--- src/rtl/vfpsr_pkg.sv ---
package vfpsr_pkg;
  localparam int WORD_W      = 32;
  localparam int NUM_WORDS   = 4;
  localparam int REG_W       = WORD_W * NUM_WORDS;
  localparam int SP_FLAG_W   = 3;
  localparam int DP_FLAG_W   = 6;
  localparam int DP_FLAG_LSB = 8;
  localparam int DZ_LSB      = 8;
  localparam int RND_LSB     = 8;
  localparam int RND_W       = 2;
  localparam int RND_WORD    = 3;
  localparam int DP_WORD0    = 1;
  localparam logic [WORD_W-1:0] OUTER_KEEP = 32'h0000_0F07;
  localparam logic [WORD_W-1:0] INNER_KEEP = 32'h0000_3F07;

  typedef logic [REG_W-1:0] fpsr_t;

  // Legal bits of the whole register (outer words 0/3, inner words 1/2)
  function automatic fpsr_t keep_mask();
    return {OUTER_KEEP, INNER_KEEP, INNER_KEEP, OUTER_KEEP};
  endfunction

  function automatic fpsr_t sp_place(int lane, logic [SP_FLAG_W-1:0] f);
    fpsr_t m = '0;
    m[lane*WORD_W +: SP_FLAG_W] = f;
    return m;
  endfunction

  function automatic fpsr_t dz_place(int lane, logic b);
    fpsr_t m = '0;
    m[DZ_LSB + lane] = b;
    return m;
  endfunction

  function automatic fpsr_t dp_place(int slice, logic [DP_FLAG_W-1:0] f);
    fpsr_t m = '0;
    m[(DP_WORD0 + slice)*WORD_W + DP_FLAG_LSB +: DP_FLAG_W] = f;
    return m;
  endfunction

  function automatic fpsr_t rnd_place(int slice, logic [RND_W-1:0] v);
    fpsr_t m = '0;
    m[RND_WORD*WORD_W + RND_LSB + RND_W*slice +: RND_W] = v;
    return m;
  endfunction
endpackage

--- src/rtl/vfpsr_set_decode.sv ---
module vfpsr_set_decode
  import vfpsr_pkg::*;
#(
  parameter int LANES     = 4,
  parameter int DP_SLICES = 2,
  parameter int SLICE_W   = 2
) (
  input  logic                       clk,
  input  logic                       rst_n,
  input  logic [LANES*SP_FLAG_W-1:0] sp_flags,
  input  logic [LANES-1:0]           dz,
  input  logic                       dp_vld,
  input  logic [SLICE_W-1:0]         dp_slice,
  input  logic [DP_FLAG_W-1:0]       dp_flags,
  input  logic                       rnd_bad,
  output fpsr_t                      set_mask,
  output logic                       dp_bad,
  output logic                       err_o
);
  fpsr_t lane_mask [LANES];
  fpsr_t dp_mask;
  logic  was_run;

  for (genvar l = 0; l < LANES; l++) begin : g_lane
    assign lane_mask[l] = sp_place(l, sp_flags[l*SP_FLAG_W +: SP_FLAG_W]) |
                          dz_place(l, dz[l]);
  end

  always_comb begin
    dp_mask = '0;
    for (int s = 0; s < DP_SLICES; s++) begin
      if (dp_vld && (dp_slice == SLICE_W'(s))) dp_mask = dp_mask | dp_place(s, dp_flags);
    end
  end

  always_comb begin
    set_mask = dp_mask;
    for (int l = 0; l < LANES; l++) set_mask = set_mask | lane_mask[l];
  end

  assign dp_bad = dp_vld && (dp_slice >= SLICE_W'(DP_SLICES));

  always_ff @(posedge clk) begin
    if (!rst_n) begin
      err_o   <= 1'b0;
      was_run <= 1'b0;
    end else begin
      err_o   <= dp_bad | rnd_bad;
      was_run <= 1'b1;
    end
  end

  // an illegal slice is followed by an error pulse, and only then
  a_r9_err_follows: assert property (@(posedge clk) disable iff (!rst_n || !was_run)
    (dp_bad || rnd_bad) |=> err_o);
  a_r9_err_cause: assert property (@(posedge clk) disable iff (!rst_n || !was_run)
    err_o |-> $past(dp_bad || rnd_bad));
  // a void double request contributes no double-flag bits
  a_r9_void_no_mask: assert property (@(posedge clk) disable iff (!rst_n)
    dp_bad |-> (dp_mask == '0));
endmodule

--- src/rtl/vfpsr_round_ctl.sv ---
module vfpsr_round_ctl
  import vfpsr_pkg::*;
#(
  parameter int DP_SLICES = 2,
  parameter int SLICE_W   = 2
) (
  input  logic               rnd_vld,
  input  logic [SLICE_W-1:0] rnd_slice,
  input  logic [RND_W-1:0]   rnd_mode,
  output logic               rnd_apply,
  output fpsr_t              rnd_clr,
  output fpsr_t              rnd_val,
  output logic               rnd_bad
);
  always_comb begin
    rnd_clr   = '0;
    rnd_val   = '0;
    rnd_apply = 1'b0;
    for (int s = 0; s < DP_SLICES; s++) begin
      if (rnd_vld && (rnd_slice == SLICE_W'(s))) begin
        rnd_apply = 1'b1;
        rnd_clr   = rnd_place(s, '1);
        rnd_val   = rnd_place(s, rnd_mode);
      end
    end
  end

  assign rnd_bad = rnd_vld && !rnd_apply;

  // only one 2-bit field is ever replaced
  always_comb begin
    a_r6_single_field: assert ($countones(rnd_clr) == (rnd_apply ? RND_W : 0));
  end
endmodule

--- src/rtl/vfpsr_store.sv ---
module vfpsr_store
  import vfpsr_pkg::*;
(
  input  logic  clk,
  input  logic  rst_n,
  input  logic  sw_vld,
  input  fpsr_t sw_data,
  input  logic  rnd_apply,
  input  fpsr_t rnd_clr,
  input  fpsr_t rnd_val,
  input  fpsr_t set_mask,
  output fpsr_t q
);
  fpsr_t base;
  fpsr_t after_rnd;
  fpsr_t nxt;
  logic  was_run;

  // Ordering: software write, then rounding replace, then sticky OR
  assign base      = sw_vld ? (sw_data & keep_mask()) : q;
  assign after_rnd = (base & ~rnd_clr) | rnd_val;
  assign nxt       = after_rnd | set_mask;

  always_ff @(posedge clk) begin
    if (!rst_n) begin
      q       <= '0;
      was_run <= 1'b0;
    end else begin
      q       <= nxt;
      was_run <= 1'b1;
    end
  end

  // without a write or rounding update no bit falls
  a_r5_sticky: assert property (@(posedge clk) disable iff (!rst_n || !was_run)
    (!sw_vld && !rnd_apply) |=> ((q & $past(q)) == $past(q)));
  // bits outside the legal layout are never set
  a_r7_unused_zero: assert property (@(posedge clk) disable iff (!rst_n)
    ((q & ~keep_mask()) == '0));
  // the replaced rounding field holds the requested mode afterwards
  a_r6_field_loaded: assert property (@(posedge clk) disable iff (!rst_n || !was_run)
    rnd_apply |=> ((q & $past(rnd_clr)) == $past(rnd_val)));
  // requested set bits are present after any same-cycle write
  a_r8_set_wins: assert property (@(posedge clk) disable iff (!rst_n || !was_run)
    1'b1 |=> ((q & $past(set_mask)) == $past(set_mask)));
endmodule

--- src/rtl/vfp_status_reg.sv ---
module vfp_status_reg
  import vfpsr_pkg::*;
#(
  parameter int LANES     = 4,
  parameter int DP_SLICES = 2,
  parameter int SLICE_W   = 2
) (
  input  logic                       clk,
  input  logic                       rst_n,
  input  logic [LANES*SP_FLAG_W-1:0] sp_flag_set,
  input  logic [LANES-1:0]           dz_set,
  input  logic                       dp_set_vld,
  input  logic [SLICE_W-1:0]         dp_set_slice,
  input  logic [DP_FLAG_W-1:0]       dp_set_flags,
  input  logic                       rnd_wr_vld,
  input  logic [SLICE_W-1:0]         rnd_wr_slice,
  input  logic [RND_W-1:0]           rnd_wr_mode,
  input  logic                       sw_wr_vld,
  input  logic [REG_W-1:0]           sw_wr_data,
  output logic [REG_W-1:0]           rd_data,
  output logic                       slice_err
);
  fpsr_t set_mask;
  fpsr_t rnd_clr;
  fpsr_t rnd_val;
  fpsr_t state_q;
  logic  rnd_apply;
  logic  rnd_bad;
  logic  dp_bad;

  vfpsr_set_decode #(.LANES(LANES), .DP_SLICES(DP_SLICES), .SLICE_W(SLICE_W)) u_dec (
    .clk      (clk),
    .rst_n    (rst_n),
    .sp_flags (sp_flag_set),
    .dz       (dz_set),
    .dp_vld   (dp_set_vld),
    .dp_slice (dp_set_slice),
    .dp_flags (dp_set_flags),
    .rnd_bad  (rnd_bad),
    .set_mask (set_mask),
    .dp_bad   (dp_bad),
    .err_o    (slice_err)
  );

  vfpsr_round_ctl #(.DP_SLICES(DP_SLICES), .SLICE_W(SLICE_W)) u_rnd (
    .rnd_vld   (rnd_wr_vld),
    .rnd_slice (rnd_wr_slice),
    .rnd_mode  (rnd_wr_mode),
    .rnd_apply (rnd_apply),
    .rnd_clr   (rnd_clr),
    .rnd_val   (rnd_val),
    .rnd_bad   (rnd_bad)
  );

  vfpsr_store u_store (
    .clk       (clk),
    .rst_n     (rst_n),
    .sw_vld    (sw_wr_vld),
    .sw_data   (sw_wr_data),
    .rnd_apply (rnd_apply),
    .rnd_clr   (rnd_clr),
    .rnd_val   (rnd_val),
    .set_mask  (set_mask),
    .q         (state_q)
  );

  assign rd_data = state_q;

  // an ignored double request leaves the register unchanged when alone
  a_r9_ignored: assert property (@(posedge clk) disable iff (!rst_n)
    (dp_bad && !rnd_wr_vld && !sw_wr_vld && (sp_flag_set == '0) && (dz_set == '0))
      |=> $stable(rd_data));
endmodule

--- config.mk ---
export PLATFORM = sky130hd
export DESIGN_NAME = vfp_status_reg
export DESIGN_NICKNAME = d
export VERILOG_FILES = /design/src/rtl/vfpsr_pkg.sv /design/src/rtl/vfpsr_set_decode.sv /design/src/rtl/vfpsr_round_ctl.sv /design/src/rtl/vfpsr_store.sv /design/src/rtl/vfp_status_reg.sv
export SDC_FILE = /design/constraint.sdc
export NUM_CORES = 1
export LEC_CHECK = 0
export BUFFER_PORTS_ARGS = -buffer_cell sky130_fd_sc_hd__buf_4
export CAP_MARGIN = 20
export CORE_MARGIN = 2
export CORE_UTILIZATION = 37
export DETAILED_ROUTE_END_ITERATION = 10
export GPL_TIMING_DRIVEN = 0
export HOLD_SLACK_MARGIN = 0.15
export PLACE_DENSITY = 0.72
export SYNTH_ARGS = -nofsm -noshare
export SYNTH_HDL_FRONTEND = slang
export SYNTH_HIERARCHICAL = 1
export SYNTH_SLANG_ARGS = --single-unit
export TNS_END_PERCENT = 50
--- constraint.sdc ---
create_clock -name clk -period 1.27 [get_ports clk]
set_input_delay 0.127 -clock clk [delete_from_list [all_inputs] [get_ports clk]]
set_output_delay 0.127 -clock clk [all_outputs]
set_load 0.02 [all_outputs]
==> results of run 1 <==
## cells in the final DEF, fill, tap and decap left out, types with 2 or more instances in the layout
master	instances
buf_4	554
conb_1	348
dfxtp_1	129
nor3b_1	97
o31a_1	96
dlygate4sd3_1	61
o21ai_1	39
nand2b_1	33
mux2i_1	32
o21ai_0	23
clkbuf_16	17
buf_2	13
clkinv_2	4
bufinv_16	4
clkbuf_1	4
nand2_1	4
nor3_1	4
nor2_1	4
clkinvlp_4	2
and3_1	2
and2_2	2
and3b_1	2
and4b_2	2
and4bb_2	2
buf_6	2
o21ai_2	2
## worst reg2reg max path, cell delays in order (launching register included)
cell and delay [ns]:
dfxtp_1 0.31, mux2i_1 0.14, o21ai_1 0.08, dlygate4sd3_1 0.56
## area by class of cell
type,instances,area (um^2),area share
plain buffers,397,2944,0.2388
clock buffers,19,442.9,0.03593
clock inverters,11,163.9,0.01330
multi-input cells,695,3899,0.3163
flip-flops and latches,129,2582,0.2095
well taps,280,350.3,0.02842
repair buffers,238,1944,0.1577
## sequential cells by signal, indices dropped and copies added, names as in the netlist
signal / count
u_dec/err_o: 1
u_store/q: 128
## final timing paths
check | from | end | slack (ns)
worst min register to register | u_store/q[41] | u_store/q[41] | 0.54
worst max-delay path | dz_set[2] | u_store/q[10] | -0.06
worst max register to register | u_store/q[11] | u_store/q[11] | 0.06
worst min-delay path | dp_set_slice[0] | u_store/q[41] | 0.13
## layer usage
layer / vias to the layer above / part of all wire / GRT usage
met5: - / 0 / 0
met4: 0 / 0.014 / 0.04495
met2: 132 / 0.50 / 0.2621
met1: 2841 / 0.43 / 0.1711
met3: 15 / 0.056 / 0.04849
li1: 3515 / - / -
## metrics by stage
stage | instance area [um^2] | utilization | hold slack (ns) | power [mW]
global route | 12330 | 0.5684 | 0.1655 | 13.21
floorplan | 9415 | - | 0.2445 | 6.491
detailed placement | 11090 | 0.5112 | 0.3489 | 7.292
finish | 12330 | 0.5684 | 0.1286 | 12.55
CTS | 12320 | 0.5682 | 0.1571 | 12.72
global placement | 11090 | 0.5112 | 0.3368 | 7.265
## power by group
| part | switching, mW | leakage [nW] | internal (mW) | total [mW] |
|---|---|---|---|---|
| logic | 1.20 | 5.12 | 1.70 | 2.90 |
| clock network | 1.83 | 0.294 | 3.31 | 5.14 |
| registers | 0.153 | 1.09 | 4.36 | 4.51 |
| total | 3.18 | 6.50 | 9.37 | 12.6 |
## timing repair
action,in CTS,in global routing
setup endpoints to repair,0,11
endpoints found under the hold margin,33,1
gates resized for setup,0,12
hold buffers,63,1
==> results.cfg, run 1 <==
[status]
status = complete, but fails checks
violations = negative setup slack

[global_route]
grt_start_max_net_pins = 17
first_global_vias = 6202
grt.total_usage = 0.1486
overflow = 0
grt_antenna_before_repair = 0
grt_pass1_wl_mm = 28.30

[final_layout]
fin_cells = 1769
drive_gt1_frac = 0.4090
fillers = 1988
antenna_cells = 0
nets = 1639
syn2layout_area_growth_pct = 51.87

[place]
hpwlAfterDp_mm = 12.15
post-place-ws_ns = 0.07737
port_buffers = 176
gp_congestion = 0.7523
dp.cells = 1677

[critical_path]
cpMaxStageDelayCell = dlygate4sd3_1
cp.buffers_inverters = 3
cpPeakStageDelay_ns = 0.56
worstSetupStartpointType = input port
worst_ep_required_time_ns = 1.56
cp.depth = 5
cp_max_fo = 1
path_cells = dlygate4sd3_1, buf_4, o21ai_1, o21ai_1, dlygate4sd3_1
crit_path_end_kind = flop
arrival_ns = 1.62
reg2reg_depth = 3
crit_family = buffers and inverters
path_class = input port to flop

[timing]
clock_skew_ns = 0
period_share = 1.047
hold_violations = 0
slew_viol_final = 0
fin_ws_ns = -0.05915
finalSetupViolations = 1
period_needed_ns = 1.329
tns_ns = -0.05915
fmax_mhz = 752.4

[routing]
drc = 0
routedWlPerCell_um = 9.383
wirelength_mm = 16.60
vias = 6503
drt_first_pass_iters = 4
viasPerCell = 3.676
drt_iter0_markers = 81
ant_nets = 0

[synthesis]
syn_area_um2 = 8117
syn-instance-count = 875
syn_avg_cell_area_um2 = 9.276
yosysWarnings = 6

[worst_hold_path]
hold_path_class = input port to flop
whs_path_depth = 4

[pwr]
p_leak_nw = 6.501
power.density_nw_per_um2 = 1018
ir_drop_mv = 0.6793

[clock_tree]
root_buffer = clkbuf_16
h-tree-depth = 4
tritoncts = built
cts_made_buffers = 17
cts_max_path_buffers = 2
clk_latency_ns = 0.40
clock_sinks = 129
cts_setup_buffers = 0
cts.reportedPaths.clkPinSlew_ns = 0.06

[floorplanning]
rows = 54
ios = 290
die_h_um = 152.1
core_area_um2 = 21690
die_x_um = 152.1
die_area_um2 = 23140
start_util = 0.3742

[job]
cap_viol_max_count = 0
Power figures use the tool's default switching activity.
==> inputs of run 2 (changes only) <==
Settings changed: CORE_UTILIZATION 37 to 35, GPL_TIMING_DRIVEN 0 to not set, PLACE_DENSITY 0.72 to 0.7.
==> run 2 against run 1 <==
Compared with the run above:
- the flow still finishes with violations (negative setup slack)
- sequential share of layout area up 5.4 points
- first-iteration DRC count up 81%
- cell area is 21% lower
- sequential power barely moved
- critical path type unchanged
- maximum frequency grew 4.6%
- highest routed layer unchanged
- global-route usage down 2.9 points
- count of clock-buffer cells in the layout grew 1
- via count down 20%
==> results.cfg, run 2 (synthesis results as in run 1) <==
[status]
status = complete, but fails checks
violations = negative setup slack

[final_layout]
ff_latch_area_um2 = 2582
syn2layout_area_growth_pct = 20.63
multi_input_area_um2 = 3902
mostFrequentLayoutCells = 348 x conb_1, 195 x buf_4, 129 x dfxtp_1, 97 x nor3b_1, 96 x o31a_1
fillers = 2194
antenna_cells = 0
fin_util = 0.4311
design_area_um2 = 9791
drive_gt1_frac = 0.2204
top_register = u_store/q
layout_commonest_cell = conb_1
fin_cells = 1410
reg_top3 = u_store/q: 128 flops, u_dec/err_o: 1 flops
largest_reg_flops = 128
nets = 1273

[timing]
tns_ns = -0.0006734
hold_violations = 0
fin_ws_ns = -0.0006734
slew_viol_final = 0
clock_skew_ns = 0
period_share = 1.001
period_needed_ns = 1.271
finalSetupViolations = 1
rsz0062_at_grt = false
fmax_mhz = 787.0
whs_ns = 0.1309

[place]
dpl_cell_area_um2 = 8494
dp.cells = 1314
post-place-ws_ns = 0.1798
hpwlAfterDp_mm = 9.367
gp_congestion = 0.7490
port_buffers = 193

[pwr]
swShare = 0.2625
combPwrFrac = 0.181
intPower_mw = 8.698
ir_drop_mv = 0.7379
power.density_nw_per_um2 = 1205
p_leak_nw = 4.653
switching_power_mw = 3.096
total_power_mw = 11.79
power.share.clock = 0.437
seqPwrFrac = 0.382

[routing]
viasPerCell = 3.698
drt_first_pass_iters = 4
routedWlPerCell_um = 10.06
vias = 5214
ant_nets = 0
wirelength_mm = 14.19
drc = 0
drt_iter0_markers = 147

[critical_path]
reg2reg_depth = 3
regToRegSetupSlack_ns = 0.04
reg2reg_from = u_store/q[97]
reg2reg_to = u_store/q[97]
worstSetupStartpointType = input port
path_class = input port to flop
worst_ep_required_time_ns = 1.57
cp-startpoint = sw_wr_data[42]
arrival_ns = 1.57
crit_path_end_kind = flop
cp_max_fo = 1

[clock_tree]
clk_latency_ns = 0.40
cts_made_buffers = 17
h-tree-depth = 4
clock_sinks = 129
cts.reportedPaths.clkPinSlew_ns = 0.06
root_buffer = clkbuf_16
cts_max_path_buffers = 2
tritoncts = built

[floorplanning]
die_x_um = 156.3
die_h_um = 156.3
core_area_um2 = 22710
die_area_um2 = 24420
ios = 290
rows = 55
start_util = 0.3574

[worst_hold_path]
whs_endpoint = u_store/q[73]
hold_path_class = input port to flop
hold_path.startpoint = dp_set_flags[1]
whs_path_depth = 5

[global_route]
overflow = 0
grt_pass1_wl_mm = 23.23
grt.total_usage = 0.1197
grt_antenna_before_repair = 0
first_global_vias = 5050
grt_start_max_net_pins = 43

[job]
cap_viol_max_count = 0
[run 2: timing repair]
item,in CTS,in global routing
gates resized for setup,0,23
setup endpoints to repair,0,22
buffers inserted,0,0
endpoints found under the hold margin,33,3
hold buffers,66,3
[run 2: worst max-delay path: stages]
cell and delay, ns:
dlygate4sd3_1 0.54, buf_4 0.13, mux2i_1 0.13, o21ai_1 0.09, dlygate4sd3_1 0.56
[run 2: layer usage]
| metal | wire [um] | GRT usage |
|---|---|---|
| met1 | 5944 | 0.1298 |
| met3 | 1002 | 0.04985 |
| met2 | 7047 | 0.2091 |
| met4 | 196 | 0.04325 |
| met5 | 0 | 0 |
[run 2: power by group through the flow]
stage               Clock [mW]  Sequential (mW)  Combinational, mW
finish                    5.16             4.50               2.13
CTS                       5.35             4.51               2.12
global route              5.54             4.54               2.34
global placement             0             4.58               1.89
floorplan                    0             4.96               1.53
detailed placement           0             4.59               1.92
[run 2: worst max path at each step]
stage / end / slack, ns / depth (start not counted)
6_report: u_store/q[42] / -0.0007 / 5
5_1_grt: u_store/q[32] / 0.0003 / 5
4_1_cts: u_store/q[2] / 0.02 / 5
3_5_place_dp: u_store/q[114] / 0.18 / 4
3_3_place_gp: u_store/q[114] / 0.20 / 4
2_1_floorplan: u_store/q[114] / 0.43 / 2
[run 2: area by class of cell]
cell class,instances,share of cell area
repair buffers,269,0.2377
flip-flops and latches,129,0.2638
multi-input cells,695,0.3986
clock inverters,12,0.01585
clock buffers,20,0.04767
well taps,285,0.03642
